<file path="src/rtl/bitop_rmw.sv">
module bitop_rmw (
  input  logic        clk,
  input  logic        rst_n,
  input  logic        op_valid,
  input  logic [1:0]  op_code,
  input  logic [15:0] op_mask,
  output logic        rd_req,
  input  logic [15:0] rd_data,
  output logic        wr_req,
  output logic [15:0] wr_data,
  output logic        bus_lock,
  output logic        flag_all_set,
  output logic        flag_all_clr,
  output logic        flag_valid
);

  localparam logic [1:0] OP_TEST = 2'b00;
  localparam logic [1:0] OP_SET  = 2'b01;
  localparam logic [1:0] OP_CLR  = 2'b10;
  localparam logic [1:0] OP_INV  = 2'b11;

  logic [15:0] picked;
  logic [15:0] next_word;

  assign picked   = rd_data & op_mask;
  assign rd_req   = op_valid;
  assign bus_lock = op_valid;
  assign wr_req   = op_valid && (op_code != OP_TEST);
  assign wr_data  = next_word;

  always_comb begin
    case (op_code)
      OP_SET:  next_word = rd_data | op_mask;
      OP_CLR:  next_word = rd_data & ~op_mask;
      OP_INV:  next_word = rd_data ^ op_mask;
      default: next_word = rd_data;
    endcase
  end

  always_ff @(posedge clk or negedge rst_n) begin
    if (!rst_n) begin
      flag_all_set <= 1'b0;
      flag_all_clr <= 1'b0;
      flag_valid   <= 1'b0;
    end else begin
      flag_valid <= op_valid;
      if (op_valid) begin
        flag_all_set <= (picked == op_mask);
        flag_all_clr <= (picked == 16'h0000);
      end
    end
  end

endmodule


</file>
<file path="config.mk">
export PLATFORM = sky130hd
export DESIGN_NAME = bitop_rmw
export DESIGN_NICKNAME = d
export VERILOG_FILES = /design/src/rtl/bitop_rmw.sv
export SDC_FILE = /design/constraint.sdc
export NUM_CORES = 1
export LEC_CHECK = 0
export ABC_AREA = 1
export BUFFER_PORTS_ARGS = -buffer_cell sky130_fd_sc_hd__buf_2
export CAP_MARGIN = 20
export CORE_AREA = 2 2 67 69
export CTS_BUF_LIST = sky130_fd_sc_hd__clkbuf_2 sky130_fd_sc_hd__clkbuf_4 sky130_fd_sc_hd__clkbuf_8
export DETAILED_ROUTE_END_ITERATION = 12
export DIE_AREA = 0 0 69 71
export PLACE_DENSITY = 0.65
export SYNTH_ARGS = -nofsm -noshare
export SYNTH_HDL_FRONTEND = slang
export SYNTH_SLANG_ARGS = --single-unit
</file>
<file path="constraint.sdc">
create_clock -name clk -period 1.25 [get_ports clk]
set_input_delay 0.1875 -clock clk [delete_from_list [all_inputs] [get_ports clk]]
set_output_delay 0.1875 -clock clk [all_outputs]
set_load 0.05 [all_outputs]
</file>
==> metrics.md, run 1 <==
| Metric | Value |
|---|---|
| Lkg Pwr | 1.431 nW |
| Hold Crit Start | op_valid |
| Most common cell after layout, fill and taps aside | nand2_1 |
| Syn_nets | 345 |
| Crit-path max FO | 2 |
| Die area | 4899 sq um |
| P&R area growth vs syn | 43.56% |
| Tmin final | 1.195 ns |
| Cell family with most CP delay | buffers and inverters |
| Largest net degree at the start of global routing | 18 |
| Period utilization | 95.61% |
| Synth cell types | 11 |
| Worst vdd ir | 295.3 uV |
| Post-placement setup slack | 0.0002326 ns |
| Final setup TNS | 0 ns |
| Final WS setup | 0.05492 ns |
| Vias | 1646 |
| Vert. Die Dim | 71 microns |
| CTS clk-pin slew, worst paths | 0.03 ns |
| CTS tree | built |
| Yosys warns | 0 |
| Worst-margin pin slew | 0.2539 ns |
| Slew margin rel. | 83.19% |
| Most frequent cells in the layout | nand2_1 (77), ha_1 (64), inv_1 (49) |
| M2 GR Usage | 32.69% |
| CP Class | primary input to output pin |
| FF-to-FF Start | flag_all_set |
| DRC errors left | 0 |
| Finished Layout Cells | 381 |
| CTS H-tree lvls | 1 |
| Syn Inst Count | 244 |
| Initial detailed-routing violation count | 15 |
| Cell Area, Synth | 1623 sq um |
| Overflow after GRT | 0 |
| Final ANT Viol Nets | 0 |
| Critical-path cell list | buf_2 -> inv_1 -> ha_1 -> nand2_1 -> nand4_1 -> buf_4 |
| Maximum clock frequency | 836.8 MHz |
| Via-per-instance ratio | 4.320 |
| Met3 Resource Use GR | 1.567% |
| DP HPWL | 3233 microns |
| Final Wtd Congestion | 0.7248 |
| Worst-Skew Late Latency | 0.22 ns |
| Worst Setup SP | op_mask[11] |
| Hold Fails Final Rpt | 0 |
| First-pass GRT wire length | 6658 microns |
| WL/cell | 9.900 microns |
| PortBufs | 58 |
| Finish-stage setup viols | 0 |
| Initial antenna violation count | 0 |
| RSZ-0062 raised after global routing | no |
| Syn Area/Cell | 6.651 sq um |
| DRT Pass-1 Iters | 4 |
| Sequential area share after synthesis | 4.626% |
| Max-Cap Viols | 0 |
| Pwr Density | 540.6 nW/um^2 |
| All-layer global routing usage | 16.11% |
| Core Rows | 24 |
| Startpoint Class | primary input |
| Post-Place Cells | 376 |
| Worst Setup End Kind | output pin |
| Die width | 69 microns |
| Critical Path RT | 1.06 ns |
| Initial core utilization | 38.60% |
| WP data arrival | 1.01 ns |
| Crit path buf inv count | 3 |
| Type of the worst min-delay path | primary input to flop |
| Final #Nets | 431 |
| Worst path max stage delay | 0.29 ns |
| Io pins | 59 |
| Share of layout cells above drive strength 1 | 29.18% |
| GR peak layer | met2 |
| Fill count | 428 |
| GR Util met1 | 17.71% |
| Ant diodes | 0 |
| Core Area | 4204 sq um |
| Seq cells post-synth | 3 |
| Vias in the first global route | 1652 |
| Routed Wire Length | 3772 microns |
| CTS max path bufs | 2 |
| Status | completed |
| CTS Sinks | 3 |
| Worst path slowest cell | ha_1 |
| CTS buffer count | 3 |
| Fin. max-slew vios | 0 |
| Root Buffer | clkbuf_8 |
| Clock skew | 0 ns |
-- layout make-up --
cell class / count / area, sq um / area share (%)
Multi-Input combinational cell: 183 / 1308 / 56.12
Timing Repair Buffer: 87 / 638.1 / 27.39
Inverter: 52 / 195.2 / 8.378
Sequential cell: 3 / 75.07 / 3.222
Tap cell: 52 / 65.06 / 2.793
Clock buffer: 4 / 48.80 / 2.095
-- cell families (layout without fill, tap and decap cells) --
family	count (synthesis)	count (layout)	synth area share, %
AND/OR/NAND/NOR	119	119	31.23
adder cells (fa/ha/maj)	64	64	49.34
buffers and inverters	58	143	14.80
flip-flops	3	3	4.626
-- registers in the layout, indices dropped and copies added (netlist names) --
register,flops
flag_all_clr,1
flag_all_set,1
flag_valid,1
-- stage by stage --
| stage | hold slack, ns | util, % | instance area (sq um) | total power, mW |
|---|---|---|---|---|
| 6_report | 0.1529 | 55.42 | 2330 | 1.259 |
| 5_1_grt | 0.1613 | 55.42 | 2330 | 1.359 |
| 4_1_cts | 0.1578 | 53.63 | 2255 | 1.209 |
| 3_5_place_dp | -0.01544 | 52.17 | 2193 | 0.8930 |
| 3_3_place_gp | -0.01699 | 52.17 | 2193 | 0.8813 |
| 2_1_floorplan | -0.1081 | - | 1623 | 0.5908 |
-- cells in the mapped netlist, drive strengths merged --
library cell | n | area [sq um]
dfrtp | 3 | 75.07
nand4 | 16 | 100.1
ha | 64 | 800.8
nor2 | 24 | 107.6
nand2 | 77 | 289.0
buf | 6 | 45.04
nand3 | 2 | 10.01
inv | 52 | 195.2
-- path summary, 6_finish.rpt --
kind,end,slack [ns],cells past startpoint
worst max-delay path,wr_data[11],0.05,6
worst min-delay path,flag_valid,0.15,1
worst max register to register,flag_all_set,0.65,2
worst min register to register,flag_all_clr,0.48,2
max in group asynchronous,flag_all_set,0.85,2
min in group asynchronous,flag_all_clr,0.29,2
-- layer usage --
metal / wire (microns) / share of wire, %
met1: 1580 / 42
met2: 2011 / 53
met3: 146 / 3.9
met4: 34 / 0.90
met5: 0 / 0
-- where the power goes --
| group | internal (mW) | switching [mW] | total (mW) | leakage, nW |
|---|---|---|---|---|
| Clock | 0.239 | 0.0681 | 0.308 | 0.0262 |
| Combinational | 0.327 | 0.524 | 0.851 | 1.36 |
| Sequential | 0.100 | 0.000919 | 0.101 | 0.0395 |
-- what timing repair did --
item | in CTS | in global routing
endpoints found under the hold margin | 3 | 0
resized for setup | 1 | 40
setup buffers | 0 | 0
pin swaps | 0 | 4
setup endpoints to repair | 1 | 16
hold buffers | 1 | 0
No activity file was read; power rests on OpenSTA's default activity.
==> run 2, diff against run 1 <==
--- a/config.mk
+++ b/config.mk
@@ -8,11 +8,11 @@
 export ABC_AREA = 1
 export BUFFER_PORTS_ARGS = -buffer_cell sky130_fd_sc_hd__buf_2
 export CAP_MARGIN = 20
-export CORE_AREA = 2 2 67 69
+export CORE_AREA = 2 2 62 64
 export CTS_BUF_LIST = sky130_fd_sc_hd__clkbuf_2 sky130_fd_sc_hd__clkbuf_4 sky130_fd_sc_hd__clkbuf_8
 export DETAILED_ROUTE_END_ITERATION = 12
-export DIE_AREA = 0 0 69 71
-export PLACE_DENSITY = 0.65
+export DIE_AREA = 0 0 64 66
+export PLACE_DENSITY = 0.75
 export SYNTH_ARGS = -nofsm -noshare
 export SYNTH_HDL_FRONTEND = slang
 export SYNTH_SLANG_ARGS = --single-unit
==> constraint.sdc (replaced) <==
create_clock -name clk -period 1.2 [get_ports clk]
set_input_delay 0.18 -clock clk [delete_from_list [all_inputs] [get_ports clk]]
set_output_delay 0.18 -clock clk [all_outputs]
set_load 0.05 [all_outputs]
==> run 2 against run 1 <==
- largest cell class unchanged
- global-route usage grew 3.3 points
- die area is 14% lower
- total power grew 0.45%
- clock skew unchanged
- register-to-register slack got worse by 0.06 ns
- clock-buffer cell count stayed put
- largest power group unchanged
- sequential share of layout area decreased by 0.17 points
- worst setup slack worse by 0.030 ns
==> metrics.md, run 2 (synthesis gave the netlist of run 1 again) <==
| Metric | Value |
|---|---|
| Hold Path End | flag_valid |
| P&R area growth vs syn | 51.58% |
| CTS max path bufs | 2 (unchanged) |
| CTS H-tree lvls | 1 (unchanged) |
| DRT Pass-1 Iters | 4 (unchanged) |
| Core Area | 3551 sq um (-16%) |
| Die width | 64 microns (-7.2%) |
| Worst-margin pin slew | 0.2525 ns (-0.001383 ns) |
| Initial detailed-routing violation count | 32 (+17) |
| Post-placement setup slack | -0.05419 ns (-0.05442 ns) |
| Final Wtd Congestion | 0.8366 (+15%) |
| WP data arrival | 1.00 ns (about the same) |
| Worst-Skew Late Latency | 0.24 ns (+0.02 ns) |
| Hold WS | 0.1238 ns (-0.02906 ns) |
| WL/cell | 11.05 microns (+12%) |
| All-layer global routing usage | 19.39% (+3.3 points) |
| Hold Fails Final Rpt | 0 (unchanged) |
| Routed Wire Length | 4275 microns (+13%) |
| Initial core utilization | 45.70% (+7.1 points) |
| Tmin final | 1.175 ns |
| Largest net degree at the start of global routing | 18 (unchanged) |
| Status | completed |
| PortBufs | 58 (unchanged) |
| Final #Nets | 441 (+2.3%) |
| Clock skew | 0 ns (unchanged) |
| Vias | 1760 (+6.9%) |
| Die area | 4224 sq um (-14%) |
| Max-Cap Viols | 0 (unchanged) |
| Share of layout cells above drive strength 1 | 32.45% (+3.3 points) |
| First-pass GRT wire length | 6672 microns (+0.21%) |
| Fin area | 2460 sq um (+5.6%) |
| Root Buffer | clkbuf_4 |
| R2R Setup Slk | 0.59 ns (-0.06 ns) |
| Finish-stage setup viols | 0 (unchanged) |
| Critical Path RT | 1.02 ns (-0.04 ns) |
| Vert. Die Dim | 66 microns (-7.0%) |
| Initial antenna violation count | 0 (unchanged) |
| Type of the worst min-delay path | primary input to flop |
| Slew margin rel. | 83.28% (+0.092 points) |
| Maximum clock frequency | 850.9 MHz |
| Core Rows | 22 (-8.3%) |
| Finished Layout Cells | 387 (+1.6%) |
| CP Class | primary input to output pin |
| DRC errors left | 0 (unchanged) |
| Crit-path max FO | 8 (+6) |
| Final Core Density | 69.27% (+14 points) |
| Hold Crit Start | op_valid |
| Worst vdd ir | 268.6 uV (-9.0%) |
| Final WS setup | 0.02481 ns (-0.03011 ns) |
| Post-DP Area | 2251 sq um (+2.6%) |
| Post-Place Cells | 380 (+1.1%) |
| Period utilization | 97.93% |
| Overflow after GRT | 0 (unchanged) |
| CTS tree | built |
| FF-to-FF Start | flag_all_set |
| DP HPWL | 3315 microns (+2.5%) |
| Post-CTS Repair Setup Buffers | 0 (unchanged) |
| Via-per-instance ratio | 4.548 (+5.3%) |
| CTS clk-pin slew, worst paths | 0.04 ns (about the same) |
| Final ANT Viol Nets | 0 (unchanged) |
| Worst Setup End Kind | output pin |
| CTS Sinks | 3 (unchanged) |
| Reg2reg end | flag_all_set |
| R2R depth | 2 (unchanged) |
| Most common cell after layout, fill and taps aside | nand2_1 |
| Most frequent cells in the layout | nand2_1 (77), ha_1 (63), inv_1 (47) |
| Io pins | 59 (unchanged) |
| Worst Hold Depth | 1 (unchanged) |
| CTS buffer count | 3 (unchanged) |
| Fin. max-slew vios | 0 (unchanged) |
| Lkg Pwr | 1.490 nW (+4.2%) |
| Pwr Density | 514.3 nW/um^2 (-4.9%) |
| Top flop regs | flag_all_clr: 1 flops, flag_all_set: 1 flops, flag_valid: 1 flops |
| Ant diodes | 0 (unchanged) |
| Startpoint Class | primary input |
| Vias in the first global route | 1683 (+1.9%) |
==> run 2: changes by cell type in the layout (fill, tap and decap cells not counted), sizes merged <==
cell | previous run | this run
buf | 86 | 94
clkbuf | 4 | 6
==> run 2: repair_timing <==
action,CTS,global route
gates cloned,0,2
resized for setup,16,23
hold buffers,1,0
hold endpoints to repair,3,0
pin swaps,0,10
setup endpoints to repair,16,16
==> run 2: stage by stage <==
step / total power, mW / TNS, ns
final: 1.265 / 0
after global routing: 1.360 / -0.03685
after CTS: 1.203 / 0
after detailed placement: 0.9507 / -0.6309
after global placement: 0.9339 / -0.2825
after floorplan: 0.6163 / 0
==> run 2: area by class of cell <==
class                   instances  area (sq um)
clock buffers                   4         30.03
fillers                       296          1091
inverters                      52         195.2
multi-input cells             183          1328
flip-flops and latches          3         75.07
well taps                      48         60.06
repair buffers                 97         772.0
==> run 2: worst max path at each step <==
| stage | startpoint | to | slack [ns] |
|---|---|---|---|
| 2_1_floorplan | op_mask[0] | wr_data[0] | 0.01 |
| 3_3_place_gp | op_code[0] | wr_data[12] | -0.03 |
| 3_5_place_dp | op_code[1] | wr_data[10] | -0.05 |
| 4_1_cts | op_code[1] | wr_data[10] | 0.001 |
| 5_1_grt | op_code[1] | wr_data[8] | -0.009 |
| 6_report | op_code[1] | wr_data[1] | 0.02 |
==> run 2: power by group <==
part	total, mW	switching, mW	internal (mW)
sequential	0.105	0.00102	0.104
combinational	0.955	0.570	0.386
clock	0.204	0.0570	0.147
==> run 2: per-layer routing <==
| metal | vias up | share of wire, % | track usage [%] |
|---|---|---|---|
| met4 | 0 | 1.6 | 4.076 |
| met5 | - | 0 | 0 |
| li1 | 919 | - | - |
| met2 | 58 | 53 | 41.80 |
| met1 | 777 | 40 | 19.80 |
| met3 | 6 | 5.5 | 1.363 |
==> run 2: critical path, stage by stage <==
cell and delay, ns:
buf_8 0.09, inv_2 0.04, nor2_4 0.17, clkbuf_16 0.19, nand2_1 0.05, nand4_1 0.11
buf_6 0.17
